===== src/rtl/fmg_pkg.sv =====
package fmg_pkg;
   localparam int unsigned REG_AW = 16;
   localparam int unsigned REG_DW = 8;

   localparam logic [REG_AW-1:0] DEF_STAGE_ADDR  = 16'h2080;
   localparam logic [REG_AW-1:0] DEF_KEY_ADDR    = 16'h2081;
   localparam logic [REG_AW-1:0] DEF_STATUS_ADDR = 16'h2082;

   localparam logic [REG_DW-1:0] DEF_KEY_VAL    = 8'h96;
   localparam logic [REG_DW-1:0] DEF_CODE_ERASE = 8'hD1;
   localparam logic [REG_DW-1:0] DEF_CODE_READ  = 8'h2E;

   localparam logic [7:0] DEF_CMD_WR = 8'h00;
   localparam logic [7:0] DEF_CMD_RD = 8'h80;

   // status register bit positions
   typedef enum int unsigned {
      ST_ACTIVE = 0,
      ST_SEC    = 1,
      ST_FERR   = 2,
      ST_ERASE  = 3
   } status_bit_e;
endpackage


===== src/rtl/fmg_keyseq.sv =====
module fmg_keyseq
   import fmg_pkg::*;
#(
   parameter int unsigned      AW         = REG_AW,
   parameter int unsigned      DW         = REG_DW,
   parameter logic [AW-1:0]    STAGE_ADDR = DEF_STAGE_ADDR,
   parameter logic [AW-1:0]    KEY_ADDR   = DEF_KEY_ADDR,
   parameter logic [DW-1:0]    KEY_VAL    = DEF_KEY_VAL,
   parameter logic [DW-1:0]    CODE_ERASE = DEF_CODE_ERASE,
   parameter logic [DW-1:0]    CODE_READ  = DEF_CODE_READ
) (
   input  logic          clk,
   input  logic          rst_n,
   input  logic          wr_en_i,
   input  logic [AW-1:0] addr_i,
   input  logic [DW-1:0] wdata_i,
   input  logic          sec_i,
   output logic [DW-1:0] staged_o,
   output logic          enter_o,
   output logic          enter_erase_o
);
   logic [DW-1:0] staged_q;
   logic          hit_stage, hit_key, key_ok, code_erase, code_read;

   assign hit_stage  = wr_en_i && (addr_i == STAGE_ADDR);
   assign hit_key    = wr_en_i && (addr_i == KEY_ADDR);
   assign key_ok     = (wdata_i == KEY_VAL);
   assign code_erase = (staged_q == CODE_ERASE);
   assign code_read  = (staged_q == CODE_READ) && !sec_i;

   always_ff @(posedge clk or negedge rst_n) begin
      if (!rst_n) begin
         staged_q <= '0;
      end else if (hit_key) begin
         staged_q <= '0;          // every key write empties the stage
      end else if (hit_stage) begin
         staged_q <= wdata_i;
      end
   end

   assign enter_o       = hit_key && key_ok && (code_erase || code_read);
   assign enter_erase_o = hit_key && key_ok && code_erase;
   assign staged_o      = staged_q;
endmodule


===== src/rtl/fmg_erase_ctl.sv =====
module fmg_erase_ctl #(
   parameter int unsigned RST_CYC = 1
) (
   input  logic clk,
   input  logic rst_n,
   input  logic enter_i,
   input  logic enter_erase_i,
   input  logic erase_done_i,
   input  logic sec_set_i,
   output logic erase_req_o,
   output logic sec_o,
   output logic flash_rst_o
);
   logic erase_q, sec_q, finish;

   assign finish = erase_q && erase_done_i;

   always_ff @(posedge clk or negedge rst_n) begin
      if (!rst_n) begin
         erase_q <= 1'b0;
      end else if (enter_erase_i) begin
         erase_q <= 1'b1;
      end else if (finish) begin
         erase_q <= 1'b0;
      end
   end

   always_ff @(posedge clk or negedge rst_n) begin
      if (!rst_n) begin
         sec_q <= 1'b0;
      end else if (finish) begin
         sec_q <= 1'b0;           // completed erase clears security
      end else if (sec_set_i) begin
         sec_q <= 1'b1;
      end
   end

   generate
      if (RST_CYC == 1) begin : g_rst_single
         logic pulse_q;
         always_ff @(posedge clk or negedge rst_n) begin
            if (!rst_n) pulse_q <= 1'b0;
            else        pulse_q <= enter_i;
         end
         assign flash_rst_o = pulse_q;
      end else begin : g_rst_count
         localparam int unsigned RCW = $clog2(RST_CYC + 1);
         localparam logic [RCW-1:0] RLOAD = RCW'(RST_CYC);
         logic [RCW-1:0] rcnt_q;
         always_ff @(posedge clk or negedge rst_n) begin
            if (!rst_n)              rcnt_q <= '0;
            else if (enter_i)        rcnt_q <= RLOAD;
            else if (rcnt_q != '0)   rcnt_q <= rcnt_q - 1'b1;
         end
         assign flash_rst_o = (rcnt_q != '0);
      end
   endgenerate

   assign erase_req_o = erase_q;
   assign sec_o       = sec_q;
endmodule


===== src/rtl/fmg_spi_frame.sv =====
module fmg_spi_frame
   import fmg_pkg::*;
#(
   parameter int unsigned ADDR_BYTES   = 2,
   parameter int unsigned WR_FRAME_LEN = 6,
   parameter logic [7:0]  CMD_WR       = DEF_CMD_WR,
   parameter logic [7:0]  CMD_RD       = DEF_CMD_RD,
   localparam int unsigned SAW         = 8 * ADDR_BYTES
) (
   input  logic           clk,
   input  logic           rst_n,
   input  logic           active_i,
   input  logic           byte_vld_i,
   input  logic [7:0]     byte_i,
   input  logic           end_i,
   output logic           err_o,
   output logic           wr_stb_o,
   output logic [SAW-1:0] wr_addr_o,
   output logic [15:0]    wr_data_o,
   output logic           rd_stb_o,
   output logic [SAW-1:0] rd_addr_o
);
   localparam int unsigned HDR = 1 + ADDR_BYTES;
   localparam int unsigned SAT = WR_FRAME_LEN + 1;
   localparam int unsigned CW  = $clog2(SAT + 1);
   localparam logic [CW-1:0] HDR_C  = CW'(HDR);
   localparam logic [CW-1:0] HDR1_C = CW'(HDR + 1);
   localparam logic [CW-1:0] LEN_C  = CW'(WR_FRAME_LEN);
   localparam logic [CW-1:0] SAT_C  = CW'(SAT);

   logic [CW-1:0]  cnt_q;
   logic [7:0]     cmd_q;
   logic [SAW-1:0] addr_q;
   logic [7:0]     d_even_q, d_odd_q;
   logic           err_q;
   logic           is_write, wr_legal;

   assign is_write = !cmd_q[7];
   assign wr_legal = (cmd_q == CMD_WR) && (cnt_q == LEN_C) && !addr_q[0];

   always_ff @(posedge clk or negedge rst_n) begin
      if (!rst_n) begin
         cnt_q     <= '0;
         cmd_q     <= '0;
         addr_q    <= '0;
         d_even_q  <= '0;
         d_odd_q   <= '0;
         err_q     <= 1'b0;
         wr_stb_o  <= 1'b0;
         wr_addr_o <= '0;
         wr_data_o <= '0;
         rd_stb_o  <= 1'b0;
         rd_addr_o <= '0;
      end else begin
         wr_stb_o <= 1'b0;
         rd_stb_o <= 1'b0;
         if (!active_i) begin
            cnt_q <= '0;
         end else if (byte_vld_i) begin
            if (cnt_q != SAT_C) cnt_q <= cnt_q + 1'b1;
            if (cnt_q == '0) begin
               cmd_q <= byte_i;
            end else if (cnt_q < HDR_C) begin
               addr_q <= (addr_q << 8) | SAW'(byte_i);
            end else begin
               if (cnt_q == HDR_C)  d_even_q <= byte_i;
               if (cnt_q == HDR1_C) d_odd_q  <= byte_i;
               if (cmd_q == CMD_RD) begin
                  rd_stb_o  <= 1'b1;
                  rd_addr_o <= addr_q;
                  addr_q    <= addr_q + 1'b1;   // reads auto-increment
               end
            end
         end else if (end_i) begin
            cnt_q <= '0;
            if (cnt_q != '0 && is_write) begin
               if (wr_legal) begin
                  wr_stb_o  <= 1'b1;
                  wr_addr_o <= addr_q;
                  wr_data_o <= {d_odd_q, d_even_q};
               end else begin
                  err_q <= 1'b1;
               end
            end
         end
      end
   end

   assign err_o = err_q;
endmodule


===== src/rtl/flashmode_gate.sv =====
module flashmode_gate
   import fmg_pkg::*;
#(
   parameter logic [15:0] STAGE_ADDR   = DEF_STAGE_ADDR,
   parameter logic [15:0] KEY_ADDR     = DEF_KEY_ADDR,
   parameter logic [15:0] STATUS_ADDR  = DEF_STATUS_ADDR,
   parameter logic [7:0]  KEY_VAL      = DEF_KEY_VAL,
   parameter logic [7:0]  CODE_ERASE   = DEF_CODE_ERASE,
   parameter logic [7:0]  CODE_READ    = DEF_CODE_READ,
   parameter int unsigned RST_CYC      = 1,
   parameter int unsigned WR_FRAME_LEN = 6
) (
   input  logic        clk,
   input  logic        rst_n,
   input  logic        reg_wr_en,
   input  logic [15:0] reg_addr,
   input  logic [7:0]  reg_wdata,
   output logic [7:0]  reg_rdata,
   input  logic        sec_set,
   input  logic        erase_done,
   input  logic        spi_byte_vld,
   input  logic [7:0]  spi_byte,
   input  logic        spi_end,
   output logic        mode_active,
   output logic        core_halt,
   output logic        engine_off,
   output logic        flash_sel,
   output logic        flash_rst,
   output logic        erase_req,
   output logic        sec_bit,
   output logic        frame_err,
   output logic        wr_stb,
   output logic [15:0] wr_addr,
   output logic [15:0] wr_data,
   output logic        rd_stb,
   output logic [15:0] rd_addr
);
   localparam int unsigned ADDR_BYTES = 2;

   generate
      if (KEY_ADDR == STAGE_ADDR || STATUS_ADDR == KEY_ADDR || STATUS_ADDR == STAGE_ADDR) begin : g_bad_map
         $error("flashmode_gate: register addresses must differ");
      end
      if (CODE_ERASE == CODE_READ) begin : g_bad_codes
         $error("flashmode_gate: mode codes must differ");
      end
      if (WR_FRAME_LEN < 1 + ADDR_BYTES + 2) begin : g_bad_len
         $error("flashmode_gate: write frame too short for header and one word");
      end
      if (RST_CYC < 1) begin : g_bad_rst
         $error("flashmode_gate: reset pulse needs at least one cycle");
      end
   endgenerate

   logic [7:0] staged;
   logic       enter_raw, enter_erase_raw, enter_ok, enter_erase_ok;
   logic       active_q;

   fmg_keyseq #(
      .AW(16), .DW(8),
      .STAGE_ADDR(STAGE_ADDR), .KEY_ADDR(KEY_ADDR), .KEY_VAL(KEY_VAL),
      .CODE_ERASE(CODE_ERASE), .CODE_READ(CODE_READ)
   ) u_keyseq (
      .clk(clk), .rst_n(rst_n),
      .wr_en_i(reg_wr_en), .addr_i(reg_addr), .wdata_i(reg_wdata),
      .sec_i(sec_bit),
      .staged_o(staged), .enter_o(enter_raw), .enter_erase_o(enter_erase_raw)
   );

   assign enter_ok       = enter_raw && !active_q;
   assign enter_erase_ok = enter_erase_raw && !active_q;

   always_ff @(posedge clk or negedge rst_n) begin
      if (!rst_n)        active_q <= 1'b0;
      else if (enter_ok) active_q <= 1'b1;
   end

   fmg_erase_ctl #(.RST_CYC(RST_CYC)) u_erase (
      .clk(clk), .rst_n(rst_n),
      .enter_i(enter_ok), .enter_erase_i(enter_erase_ok),
      .erase_done_i(erase_done), .sec_set_i(sec_set),
      .erase_req_o(erase_req), .sec_o(sec_bit), .flash_rst_o(flash_rst)
   );

   fmg_spi_frame #(
      .ADDR_BYTES(ADDR_BYTES), .WR_FRAME_LEN(WR_FRAME_LEN)
   ) u_frame (
      .clk(clk), .rst_n(rst_n), .active_i(active_q),
      .byte_vld_i(spi_byte_vld), .byte_i(spi_byte), .end_i(spi_end),
      .err_o(frame_err),
      .wr_stb_o(wr_stb), .wr_addr_o(wr_addr), .wr_data_o(wr_data),
      .rd_stb_o(rd_stb), .rd_addr_o(rd_addr)
   );

   assign mode_active = active_q;
   assign core_halt   = active_q;
   assign engine_off  = active_q;
   assign flash_sel   = active_q;

   always_comb begin
      reg_rdata = '0;
      if (reg_addr == STAGE_ADDR) begin
         reg_rdata = staged;
      end else if (reg_addr == STATUS_ADDR) begin
         reg_rdata[ST_ACTIVE] = active_q;
         reg_rdata[ST_SEC]    = sec_bit;
         reg_rdata[ST_FERR]   = frame_err;
         reg_rdata[ST_ERASE]  = erase_req;
      end
   end
endmodule


===== config.mk =====
export PLATFORM = sky130hd
export DESIGN_NAME = flashmode_gate
export DESIGN_NICKNAME = d
export VERILOG_FILES = /design/src/rtl/fmg_pkg.sv /design/src/rtl/fmg_keyseq.sv /design/src/rtl/fmg_erase_ctl.sv /design/src/rtl/fmg_spi_frame.sv /design/src/rtl/flashmode_gate.sv
export SDC_FILE = /design/constraint.sdc
export NUM_CORES = 1
export LEC_CHECK = 0
export ABC_AREA = 0
export BUFFER_PORTS_ARGS = -buffer_cell sky130_fd_sc_hd__buf_2
export CORE_ASPECT_RATIO = 0.75
export CORE_MARGIN = 1.5
export CORE_UTILIZATION = 51
export CTS_BUF_LIST = sky130_fd_sc_hd__clkbuf_4
export DETAILED_ROUTE_END_ITERATION = 10
export GPL_ROUTABILITY_DRIVEN = 1
export PLACE_DENSITY = 0.78
export SLEW_MARGIN = 40
export SYNTH_ARGS = -nofsm -noshare
export SYNTH_HDL_FRONTEND = slang
export SYNTH_SLANG_ARGS = --single-unit

===== constraint.sdc =====
create_clock -name clk -period 1.9 [get_ports clk]
set_input_delay 0.38 -clock clk [delete_from_list [all_inputs] [get_ports clk]]
set_output_delay 0.38 -clock clk [all_outputs]
set_load 0.1 [all_outputs]

==> reports/metrics.csv, run 1 <==
stage,metric,value,unit
sta,fin. max-slew vios,0,
logic_synthesis,Post-Synthesis Net Count,435,
run_status,outcome,finished with violations,
sta,Tcrit/Tclk final,105,%
logic_synthesis,Post-synth EDFFs,0,
placement,GP Congestion,0.855,
logic_synthesis,Adder-Cell Fraction of Synth Area,1.28,%
sta,"Hold Vio Cnt, Final",0,
sta,slew at the pin closest to its max-slew limit,0.494,ns
setup_path,CP startpoint kind,input pin,
cells_and_area,"commonest non-fill, non-tap cell in the layout",dfrtp_1,
placement,Placed Area,5930,µm²
floorplan,row cnt,30,
logic_synthesis,largest area contributor in the netlist,dfrtp_1,
logic_synthesis,largest family of logic cells by synthesized area,multiplexers,
routing,drt drc,0,
routing,via-per-instance ratio,5.54,
placement,PortBufs,104,
logic_synthesis,#FFs+latches synth,106,
clocking,clk slew on worst S/H paths,0.16,ns
run,max_cap viols,0,
clocking,TritonCTS clock tree,yes,
routing,remaining antenna violation count,0,
sta,final worst setup slack,-0.0931,ns
logic_synthesis,Post-Synthesis Cells,391,
power_and_ir_drop,PD cells,560,nW/µm²
sta,highest clock rate,0.502,GHz
cells_and_area,fin area,6150,µm²
global_routing,first-pass GRT wire length,18100,µm
run_status,failing checks,negative setup slack,
logic_synthesis,Synth Area in Compound Gates,8.45,%
logic_synthesis,share of the synthesized area in the top cell type,54.1,%
setup_path,CP Data Arrival Time,1.61,ns
floorplan,Top-Level Pins,105,
floorplan,initial cell density of the core,53.3,%
logic_synthesis,yosys warns,0,
sta,Period minus WS final,1.99,ns
cells_and_area,most frequent cells in the layout,"dfrtp_1, buf_2, mux2_2",
logic_synthesis,post-synthesis xor/xnor area fraction,0.179,%
setup_path,Setup CP Type,input pin to output pin,
setup_path,crit path max fanout,8,
clocking,Bufs on Longest Clock Path,2,
floorplan,Die ar.,10200,µm²
clocking,Inserted Clock Buffers,9,
logic_synthesis,ys flop type,dfrtp_1,
placement,HPWL Detailed,7930,µm
sta,clk_skew,0.0187,ns
global_routing,largest net degree at the start of global routing,69,
global_routing,total gr overflow,0,
cells_and_area,layout cells sized above 1,47.9,%
logic_synthesis,Synth async-reset ratio,100,%
power_and_ir_drop,Max VDD drop,0.000411,V
routing,Detailed Route WL,10900,µm
cells_and_area,Layout Utilization,66.9,%
floorplan,core area,9200,µm²
global_routing,vias in the first global route,3591,
floorplan,Die Wd,116,µm
logic_synthesis,post-synth cell types,49,
global_routing,global-route usage over all layers,23.3,%
logic_synthesis,simple-gate share of the synthesized area,12.2,%
clocking,CTS sink count,106,
routing,via count,3569,
global_routing,antenna violations before repair,0,
routing,WL/cell,17.0,µm
clocking,H-tree Lvls,3,
logic_synthesis,sequential-to-total area share from yosys stat,54.1,%
logic_synthesis,cell area after synthesis,4900,µm²
cells_and_area,area delta synth->final,25.5,%
cells_and_area,nets@finish,555,
clocking,"Clk Latency, worst-skew pair",0.47,ns
setup_path,CP Data Required Time,1.52,ns
sta,RSZ-0062 raised after global routing,yes,
clocking,root buf cell,clkbuf_4,
floorplan,Die Ht,87.9,µm
power_and_ir_drop,P_leak,3.19,nW
logic_synthesis,mux contribution to synthesized area,19.9,%
routing,Initial DRT Pass Iterations,4,
sta,Final setup viols,18,
setup_path,CP Capture Type,output pin,
cells_and_area,n_diodes,0,
routing,drt initial violations,337,
min_path,worst min path class,input pin to register,
logic_synthesis,syn_area_per_cell,12.5,µm²
sta,Setup TNS,-0.581,ns
logic_synthesis,largest cells by area after synthesis,"dfrtp_1, mux2_4, mux2_2",
sta,relative slew slack,66.6,%
power_and_ir_drop,Final Power,3.45,mW
-- power by group --
part	internal, mW	total, mW	switching [mW]
Sequential	2.26	2.26	0.000206
Combinational	0.0600	0.160	0.100
Clock	0.278	1.03	0.750
-- kinds of logic after synthesis --
logic type,count (synthesis)
mux,76
compound gates,69
simple gates,99
flops,106
xor+xnor,1
buf+inv,35
fa+ha+maj,5
-- layout make-up --
| cell class | count | area, µm² |
|---|---|---|
| Clock buffer | 9 | 67.6 |
| Clock inverter | 7 | 55.1 |
| Fill cell | 680 | 3040 |
| Inverter | 15 | 56.3 |
| Multi-Input combinational cell | 250 | 2250 |
| Sequential cell | 106 | 2660 |
| Tap cell | 128 | 160 |
| Timing Repair Buffer | 129 | 906 |
-- stage by stage --
step           instances  hold slack, ns  setup WS [ns]
5_1_grt              644          0.0340         -0.167
4_1_cts              644          0.0350        -0.0973
3_5_place_dp         625           0.240         -0.147
2_1_floorplan        391          0.0844         -0.469
3_3_place_gp         625           0.238         -0.139
6_report             644          0.0639        -0.0931
-- worst paths after layout --
| kind | startpoint | to | slack [ns] | depth (start not counted) |
|---|---|---|---|---|
| worst max-delay path | reg_addr[14] | reg_rdata[5] | -0.09 | 6 |
| worst min register to register | u_erase.erase_req_o | u_erase.sec_o | 0.49 | 1 |
| max in group asynchronous | rst_n | u_frame.err_o | 1.00 | 3 |
| min in group asynchronous | rst_n | u_frame.d_odd_q[5] | 0.28 | 2 |
| worst max register to register | u_frame.cmd_q[0] | u_frame.wr_addr_o[2] | -0.01 | 5 |
| worst min-delay path | erase_done | u_erase.sec_o | 0.06 | 2 |
-- state kept, by name, indices dropped and copies added (netlist names), 3 cells and up --
register,flops
u_frame.rd_addr_o,16
u_frame.wr_data_o,16
u_frame.addr_q,16
u_keyseq.staged_o,8
u_frame.d_even_q,8
u_frame.cmd_q,8
u_frame.d_odd_q,8
u_frame.cnt_q,3
u_frame.wr_addr_o,16
-- synth_stat cells (2+ instances only) --
cell	n
a22oi_1	2
buf_4	4
mux2_4	34
and3_1	3
dfrtp_1	106
nand3b_1	8
nor2b_1	4
or2_2	2
a2bb2oi_1	7
o21ai_0	22
nand4_1	4
a21oi_1	22
mux2i_1	6
nor2_1	18
nor4_2	2
clkbuf_1	9
and2_1	2
inv_1	15
mux2_2	36
ha_1	5
buf_2	3
a21o_1	3
nor4b_1	3
nand3_1	12
nor3_1	8
nor4bb_1	2
nand2_1	18
o22ai_1	7
buf_6	3
nor4_1	2
-- repair_timing --
action                     in CTS  in global routing
gates cloned                    0                  0
hold endpoints to repair       11                  0
hold buffers                    1                  0
pin swaps                       9                  5
setup endpoints to repair      11                 63
setup buffers                   2                  0
resized for setup               8                  5
-- per-layer routing --
layer	wire, µm	global-route usage [%]	vias to the layer above
met1	5080	33.3	1767
li1	-	-	1655
met2	4990	35.0	133
met4	144	7.32	0
met5	0	0	-
met3	731	6.16	14
-- worst max-delay path: stages --
cell and delay (ns):
buf_6 0.10, nor4b_4 0.26, nand4_1 0.14, or2_4 0.35
nor3_4 0.18, buf_12 0.20
(Power assumes the default switching activity.)
==> run 2, diff against run 1 <==
ABC_AREA = 1   (was 0)
==> run 2 against run 1 <==
Wire length grew 20%. Critical endpoint is now reg_rdata[2]. Power grew 91%. Synthesized area grew 5.4%. Die area grew 5.2%. Clock power grew 8%. First-iteration DRC count grew 30%. Final cell count grew 40%. Design area grew 2.2%. Register-to-register slack gained 0.20 ns. The run still ends with negative setup slack left. Sequential cell count is the same. Via count grew 34%. Largest power group unchanged.
==> reports/metrics.csv, run 2 <==
stage,metric,value,unit,change
run_status,outcome,finished with violations,,
run_status,failing checks,negative setup slack,,
sta,highest clock rate,0.506,GHz,+0.85%
setup_path,Critical path destination,reg_rdata[2],,
placement,placed instance count,880,,+41%
power_and_ir_drop,Max VDD drop,0.000384,V,-6.7%
logic_synthesis,Synth async-reset ratio,100,%,unchanged
floorplan,row cnt,31,,+3.3%
floorplan,Top-Level Pins,105,,unchanged
clocking,Inserted Clock Buffers,9,,unchanged
logic_synthesis,yosys warns,0,,unchanged
cells_and_area,layout cells sized above 1,25.3,%,-23 points
setup_path,CP startpoint kind,input pin,,
cells_and_area,Layout Utilization,64.6,%,-2.3 points
floorplan,core area,9740,µm²,+5.9%
floorplan,Die Wd,119,µm,+2.6%
placement,HPWL Detailed,9620,µm,+21%
routing,remaining antenna violation count,0,,unchanged
logic_synthesis,#FFs+latches synth,106,,unchanged
clocking,TritonCTS clock tree,yes,,
sta,Tcrit/Tclk final,104,%,-0.88 points
setup_path,worst r2r path cells,10,,+5
sta,Hold Slack,0.0960,ns,+0.0321 ns
sta,fin. max-slew vios,0,,unchanged
logic_synthesis,sequential-to-total area share from yosys stat,51.3,%,-2.8 points
power_and_ir_drop,P_leak,3.30,nW,+3.3%
setup_path,CP Capture Type,output pin,,
routing,WL/cell,14.5,µm,-15%
cells_and_area,n_diodes,0,,unchanged
global_routing,global-route usage over all layers,25.2,%,+1.9 points
global_routing,largest net degree at the start of global routing,66,,-4.3%
placement,GP Congestion,0.934,,+9.3%
logic_synthesis,Post-Synthesis Cells,649,,+66%
cells_and_area,final non-filler cell total,902,,+40%
placement,PortBufs,104,,unchanged
routing,via-per-instance ratio,5.30,,-4.3%
setup_path,flop-to-flop setup slack,0.19,ns,+0.20 ns
logic_synthesis,largest cells by area after synthesis,"dfrtp_1, nand2_1, inv_1",,
setup_path,Worst Setup SP,reg_addr[4],,
global_routing,antenna violations before repair,0,,unchanged
sta,Period minus WS final,1.98,ns,-0.0167 ns
cells_and_area,most frequent cells in the layout,"nand2_1, dfrtp_1, buf_2",,
power_and_ir_drop,PD cells,1050,nW/µm²,+87%
routing,Initial DRT Pass Iterations,4,,unchanged
logic_synthesis,post-synth cell types,26,,-47%
logic_synthesis,"count leader, synth",nand2_1,,
clocking,CTS sink count,106,,unchanged
global_routing,first-pass GRT wire length,21800,µm,+21%
routing,Detailed Route WL,13100,µm,+20%
sta,"Hold Vio Cnt, Final",0,,unchanged
logic_synthesis,ys flop type,dfrtp_1,,
logic_synthesis,Post-synth EDFFs,0,,unchanged
logic_synthesis,Post-Synthesis Net Count,693,,+59%
sta,RSZ-0062 raised after global routing,yes,,
min_path,worst min path class,input pin to register,,
run,max_cap viols,0,,unchanged
setup_path,startpoint of the worst register-to-register path,u_frame.cnt_q[1],,
floorplan,initial cell density of the core,53.1,%,-0.25 points
clocking,clk slew on worst S/H paths,0.15,ns,about the same
sta,final worst setup slack,-0.0763,ns,+0.0167 ns
setup_path,CP Data Required Time,1.52,ns,about the same
floorplan,Die Ht,90.2,µm,+2.6%
sta,slew at the pin closest to its max-slew limit,0.497,ns,+0.00315 ns
cells_and_area,"commonest non-fill, non-tap cell in the layout",nand2_1,,
power_and_ir_drop,Final Power,6.59,mW,+91%
setup_path,CP Data Arrival Time,1.60,ns,about the same
sta,Final setup viols,8,,-10
logic_synthesis,most common library cells after synthesis,"nand2_1, dfrtp_1, inv_1",,
global_routing,total gr overflow,0,,unchanged
clocking,"Clk Latency, worst-skew pair",0.46,ns,about the same
setup_path,reg2reg end,u_frame.wr_data_o[0],,
setup_path,crit path max fanout,4,,-4
cells_and_area,area delta synth->final,21.7,%,
logic_synthesis,syn_area_per_cell,7.96,µm²,-37%
logic_synthesis,largest area contributor in the netlist,dfrtp_1,,
logic_synthesis,cell area after synthesis,5170,µm²,+5.4%
logic_synthesis,share of the synthesized area in the top cell type,51.3,%,-2.8 points
setup_path,Setup CP Type,input pin to output pin,,
routing,drt initial violations,438,,+30%
sta,clk_skew,0.0133,ns,-0.00542 ns
floorplan,Die ar.,10700,µm²,+5.2%
routing,drt drc,0,,unchanged
cells_and_area,nets@finish,809,,+46%
routing,via count,4785,,+34%
sta,relative slew slack,66.8,%,+0.16 points
clocking,H-tree Lvls,3,,unchanged
clocking,root buf cell,clkbuf_4,,
global_routing,vias in the first global route,4474,,+25%
cells_and_area,FILL cells,849,,+25%
clocking,Bufs on Longest Clock Path,2,,unchanged
run 2: worst min path at each step:
stage | startpoint | end | cells past startpoint | slack, ns
final | erase_done | u_erase.sec_o | 2 | 0.1
after detailed placement | rst_n | u_keyseq.staged_o[2] | 1 | 0.20
after global routing | erase_done | u_erase.sec_o | 2 | 0.06
after global placement | rst_n | u_keyseq.staged_o[2] | 1 | 0.20
after floorplan | rst_n | core_halt | 0 | 0.08
after CTS | erase_done | u_erase.sec_o | 2 | 0.06
run 2: critical path, stage by stage:
cell and delay (ns):
buf_6 0.10, nor2_4 0.08, nand3b_1 0.19, nor3_4 0.26, buf_2 0.19, nand4_1 0.10, nand2_2 0.12, buf_12 0.17
run 2: per-stage QoR:
step	setup TNS, ns	setup WS [ns]	cell area (µm²)
global route	-0.719	-0.130	6290
CTS	-0.0353	-0.0149	6230
detailed placement	-0.776	-0.114	6050
floorplan	-0.592	-0.148	5210
finish	-0.366	-0.0763	6290
global placement	0	0.0146	6050
run 2: timing repair:
item,CTS,global route
hold buffers,1,0
endpoints found under the hold margin,106,0
setup endpoints to repair,8,8
gates cloned,0,1
pin swaps,2,6
gates resized for setup,3,11
buffers inserted,3,1
run 2: report_power, final:
part           internal [mW]  switching, mW
Clock                  0.318          0.793
Combinational          0.640           1.70
Sequential              2.74          0.397
run 2: logic make-up after synthesis:
group           after synthesis  share of synthesized area, %
simple gates                350                          29.0
buf+inv                     101                          8.82
xor+xnor                      2                         0.339
fa+ha+maj                     5                          1.21
flops                       106                          51.3
compound gates               85                          9.25
run 2: per-layer routing:
| metal | GRT usage [%] | part of all wire, % | up-vias |
|---|---|---|---|
| li1 | - | - | 2310 |
| met1 | 37.0 | 47 | 2229 |
| met2 | 37.7 | 44 | 221 |
| met3 | 5.84 | 7.4 | 25 |
| met4 | 6.93 | 2.0 | 0 |
| met5 | 0 | 0 | - |
run 2: layout make-up:
| type | count | area [µm²] | share of cell area (%) |
|---|---|---|---|
| Clock inverter | 6 | 56.3 | 0.896 |
| Multi-Input combinational cell | 442 | 2140 | 34.1 |
| Timing Repair Buffer | 129 | 901 | 14.3 |
| Sequential cell | 106 | 2660 | 42.3 |
| Tap cell | 132 | 165 | 2.63 |
| Inverter | 77 | 289 | 4.60 |
| Clock buffer | 10 | 75.1 | 1.19 |
==> run 3, diff against run 2 <==
CORE_MARGIN = 2   (was 1.5)
PLACE_DENSITY = not set   (was 0.78)
PLACE_DENSITY_LB_ADDON = 0.2   (was not set)
==> run 3 against run 2 <==
Die area grew 2.0%. Sequential cell count did not move. First-iteration DRC count fell by 14%. Largest cell class unchanged. The run still ends with negative setup slack left. Clock power about the same. Wire length fell by 1.2%. Critical path depth unchanged. Sequential power about the same. Critical path type unchanged. Register-to-register slack got worse by 0.05 ns. Critical endpoint is now reg_rdata[1].
==> reports/metrics.csv, run 3 (synthesis results as in run 2) <==
stage,metric,value,unit,change
run_status,outcome,finished with violations,,
run_status,failing checks,negative setup slack,,
clocking,root buf cell,clkbuf_4,,
routing,Initial DRT Pass Iterations,5,,+1
routing,via count,4764,,-0.44%
global_routing,vias in the first global route,4462,,-0.27%
global_routing,global-route usage over all layers,24.5,%,-0.78 points
routing,met3 WL,803,µm,-18%
power_and_ir_drop,PD cells,1040,nW/µm²,-0.39%
cells_and_area,nets@finish,809,,unchanged
cells_and_area,layout cells sized above 1,25.7,%,+0.39 points
routing,Detailed Route WL,12900,µm,-1.2%
sta,final worst setup slack,-0.0705,ns,+0.00588 ns
routing,remaining antenna violation count,0,,unchanged
setup_path,crit path max fanout,5,,+1
routing,drt drc,0,,unchanged
floorplan,Die ar.,11000,µm²,+2.0%
cells_and_area,"commonest non-fill, non-tap cell in the layout",nand2_1,,
floorplan,Die Ht,91.2,µm,+1.1%
setup_path,flop-to-flop setup slack,0.14,ns,-0.05 ns
sta,Tcrit/Tclk final,104,%,-0.31 points
global_routing,antenna violations before repair,0,,unchanged
setup_path,CP Cell Sequence,"buf_6, nor2_2, nand3b_1, nor3_4, buf_2, nand4_1, nand2_2, buf_12",,
cells_and_area,most frequent cells in the layout,"nand2_1, dfrtp_1, buf_2",,
clocking,TritonCTS clock tree,yes,,
min_path,worst min path class,input pin to register,,
sta,slew at the pin closest to its max-slew limit,0.506,ns,+0.00852 ns
floorplan,initial cell density of the core,53.1,%,unchanged
floorplan,row cnt,31,,unchanged
placement,PortBufs,104,,unchanged
placement,HPWL Detailed,9700,µm,+0.80%
min_path,Hold Startpoint,erase_done,,
floorplan,Die Wd,120,µm,+0.84%
power_and_ir_drop,P_leak,3.30,nW,+0.14%
global_routing,largest net degree at the start of global routing,35,,-47%
min_path,worst hold endpoint,u_erase.sec_o,,
routing,WL met2,5720,µm,-0.31%
sta,"Hold Vio Cnt, Final",0,,unchanged
cells_and_area,fin area,6300,µm²,+0.22%
setup_path,largest delay contributor family on the critical path,simple AND/OR/NAND/NOR gates,,
clocking,Inserted Clock Buffers,9,,unchanged
sta,relative slew slack,66.2,%,-0.57 points
sta,fin. max-slew vios,0,,unchanged
setup_path,"Slowest-stage cell, CP",nor3_4,,
placement,GP Congestion,0.871,,-6.8%
setup_path,reg2reg end,u_frame.wr_addr_o[2],,
setup_path,worst r2r path cells,9,,-1
clocking,H-tree Lvls,3,,unchanged
setup_path,slowest cell delay on critical path,0.25,ns,about the same
setup_path,Setup CP Type,input pin to output pin,,
setup_path,CP Capture Type,output pin,,
setup_path,Crit path buffers/inverters,3,,unchanged
floorplan,core area,9740,µm²,unchanged
sta,Period minus WS final,1.97,ns,-0.00588 ns
clocking,Bufs on Longest Clock Path,2,,unchanged
sta,clk_skew,0.0285,ns,+0.0152 ns
clocking,CTS sink count,106,,unchanged
routing,M1 wire length,6270,µm,+2.5%
min_path,hold path depth,2,,unchanged
placement,Placed Area,6070,µm²,+0.33%
sta,highest clock rate,0.507,GHz,+0.30%
setup_path,CP Data Required Time,1.52,ns,about the same
setup_path,startpoint of the worst register-to-register path,u_frame.cnt_q[1],,
clocking,clk slew on worst S/H paths,0.16,ns,about the same
sta,Setup TNS,-0.175,ns,+0.191 ns
sta,Final setup viols,7,,-1
run,max_cap viols,0,,unchanged
routing,WL/cell,14.3,µm,-1.2%
sta,RSZ-0062 raised after global routing,yes,,
setup_path,CP Data Arrival Time,1.59,ns,about the same
routing,Top Metal Used,met4,,
clocking,"Clk Latency, worst-skew pair",0.47,ns,about the same
routing,drt initial violations,377,,-14%
global_routing,total gr overflow,0,,unchanged
setup_path,CP startpoint kind,input pin,,
cells_and_area,n_diodes,0,,unchanged
floorplan,Top-Level Pins,105,,unchanged
global_routing,first-pass GRT wire length,21300,µm,-2.5%
power_and_ir_drop,Max VDD drop,0.000425,V,+11%
routing,via-per-instance ratio,5.28,,-0.44%
cells_and_area,area delta synth->final,21.9,%,
## run 3: changes by cell type in the layout (fill, tap and decap cells not counted), moves of 2 or more
cell | before | now
clkinv_4 | 0 | 2
nor2_1 | 47 | 45
nor2_2 | 5 | 8
inv_6 | 3 | 1
## run 3: metal layers
metal,vias to the layer above,global-route usage (%)
met1,2267,37.1
met5,-,0
met4,0,6.20
li1,2313,-
met2,168,36.2
met3,16,4.59
## run 3: repair_timing
item | CTS | global route
hold buffers | 1 | 0
gates cloned | 0 | 1
endpoints found under the setup margin | 7 | 29
pin swaps | 0 | 8
hold endpoints to repair | 30 | 0
setup buffers | 1 | 2
resized for setup | 1 | 16
## run 3: area by class of cell
class | instances | area (µm²)
Tap cell | 132 | 165
Sequential cell | 106 | 2660
Fill cell | 850 | 3440
Inverter | 77 | 289
Clock buffer | 10 | 75.1
Clock inverter | 6 | 56.3
Timing Repair Buffer | 129 | 913
Multi-Input combinational cell | 442 | 2140
## run 3: worst max-delay path by stage
stage,start,to,slack (ns),depth (start not counted)
CTS,u_frame.err_o,reg_rdata[2],0.01,5
global placement,reg_addr[15],reg_rdata[0],0.01,8
floorplan,reg_addr[15],reg_rdata[4],-0.15,5
finish,reg_addr[5],reg_rdata[1],-0.07,8
global route,reg_addr[5],reg_rdata[1],-0.15,8
detailed placement,reg_addr[15],reg_rdata[3],-0.04,8
## run 3: stage by stage
| step | hold WS (ns) | utilization [%] | total power, mW | cells | setup slack (ns) |
|---|---|---|---|---|---|
| final | 0.0695 | 64.7 | 6.58 | 902 | -0.0705 |
| after global routing | 0.0453 | 64.7 | 7.05 | 902 | -0.152 |
| after CTS | 0.0390 | 63.9 | 6.59 | 899 | 0.00978 |
| after detailed placement | 0.373 | 62.4 | 5.48 | 881 | -0.0355 |
| after global placement | 0.372 | 62.4 | 5.39 | 881 | 0.0138 |
| after floorplan | 0.0844 | - | 4.80 | 649 | -0.148 |
## run 3: where the power goes
part / switching (mW) / internal (mW)
Clock: 0.800 / 0.312
Sequential: 0.390 / 2.74
Combinational: 1.68 / 0.658
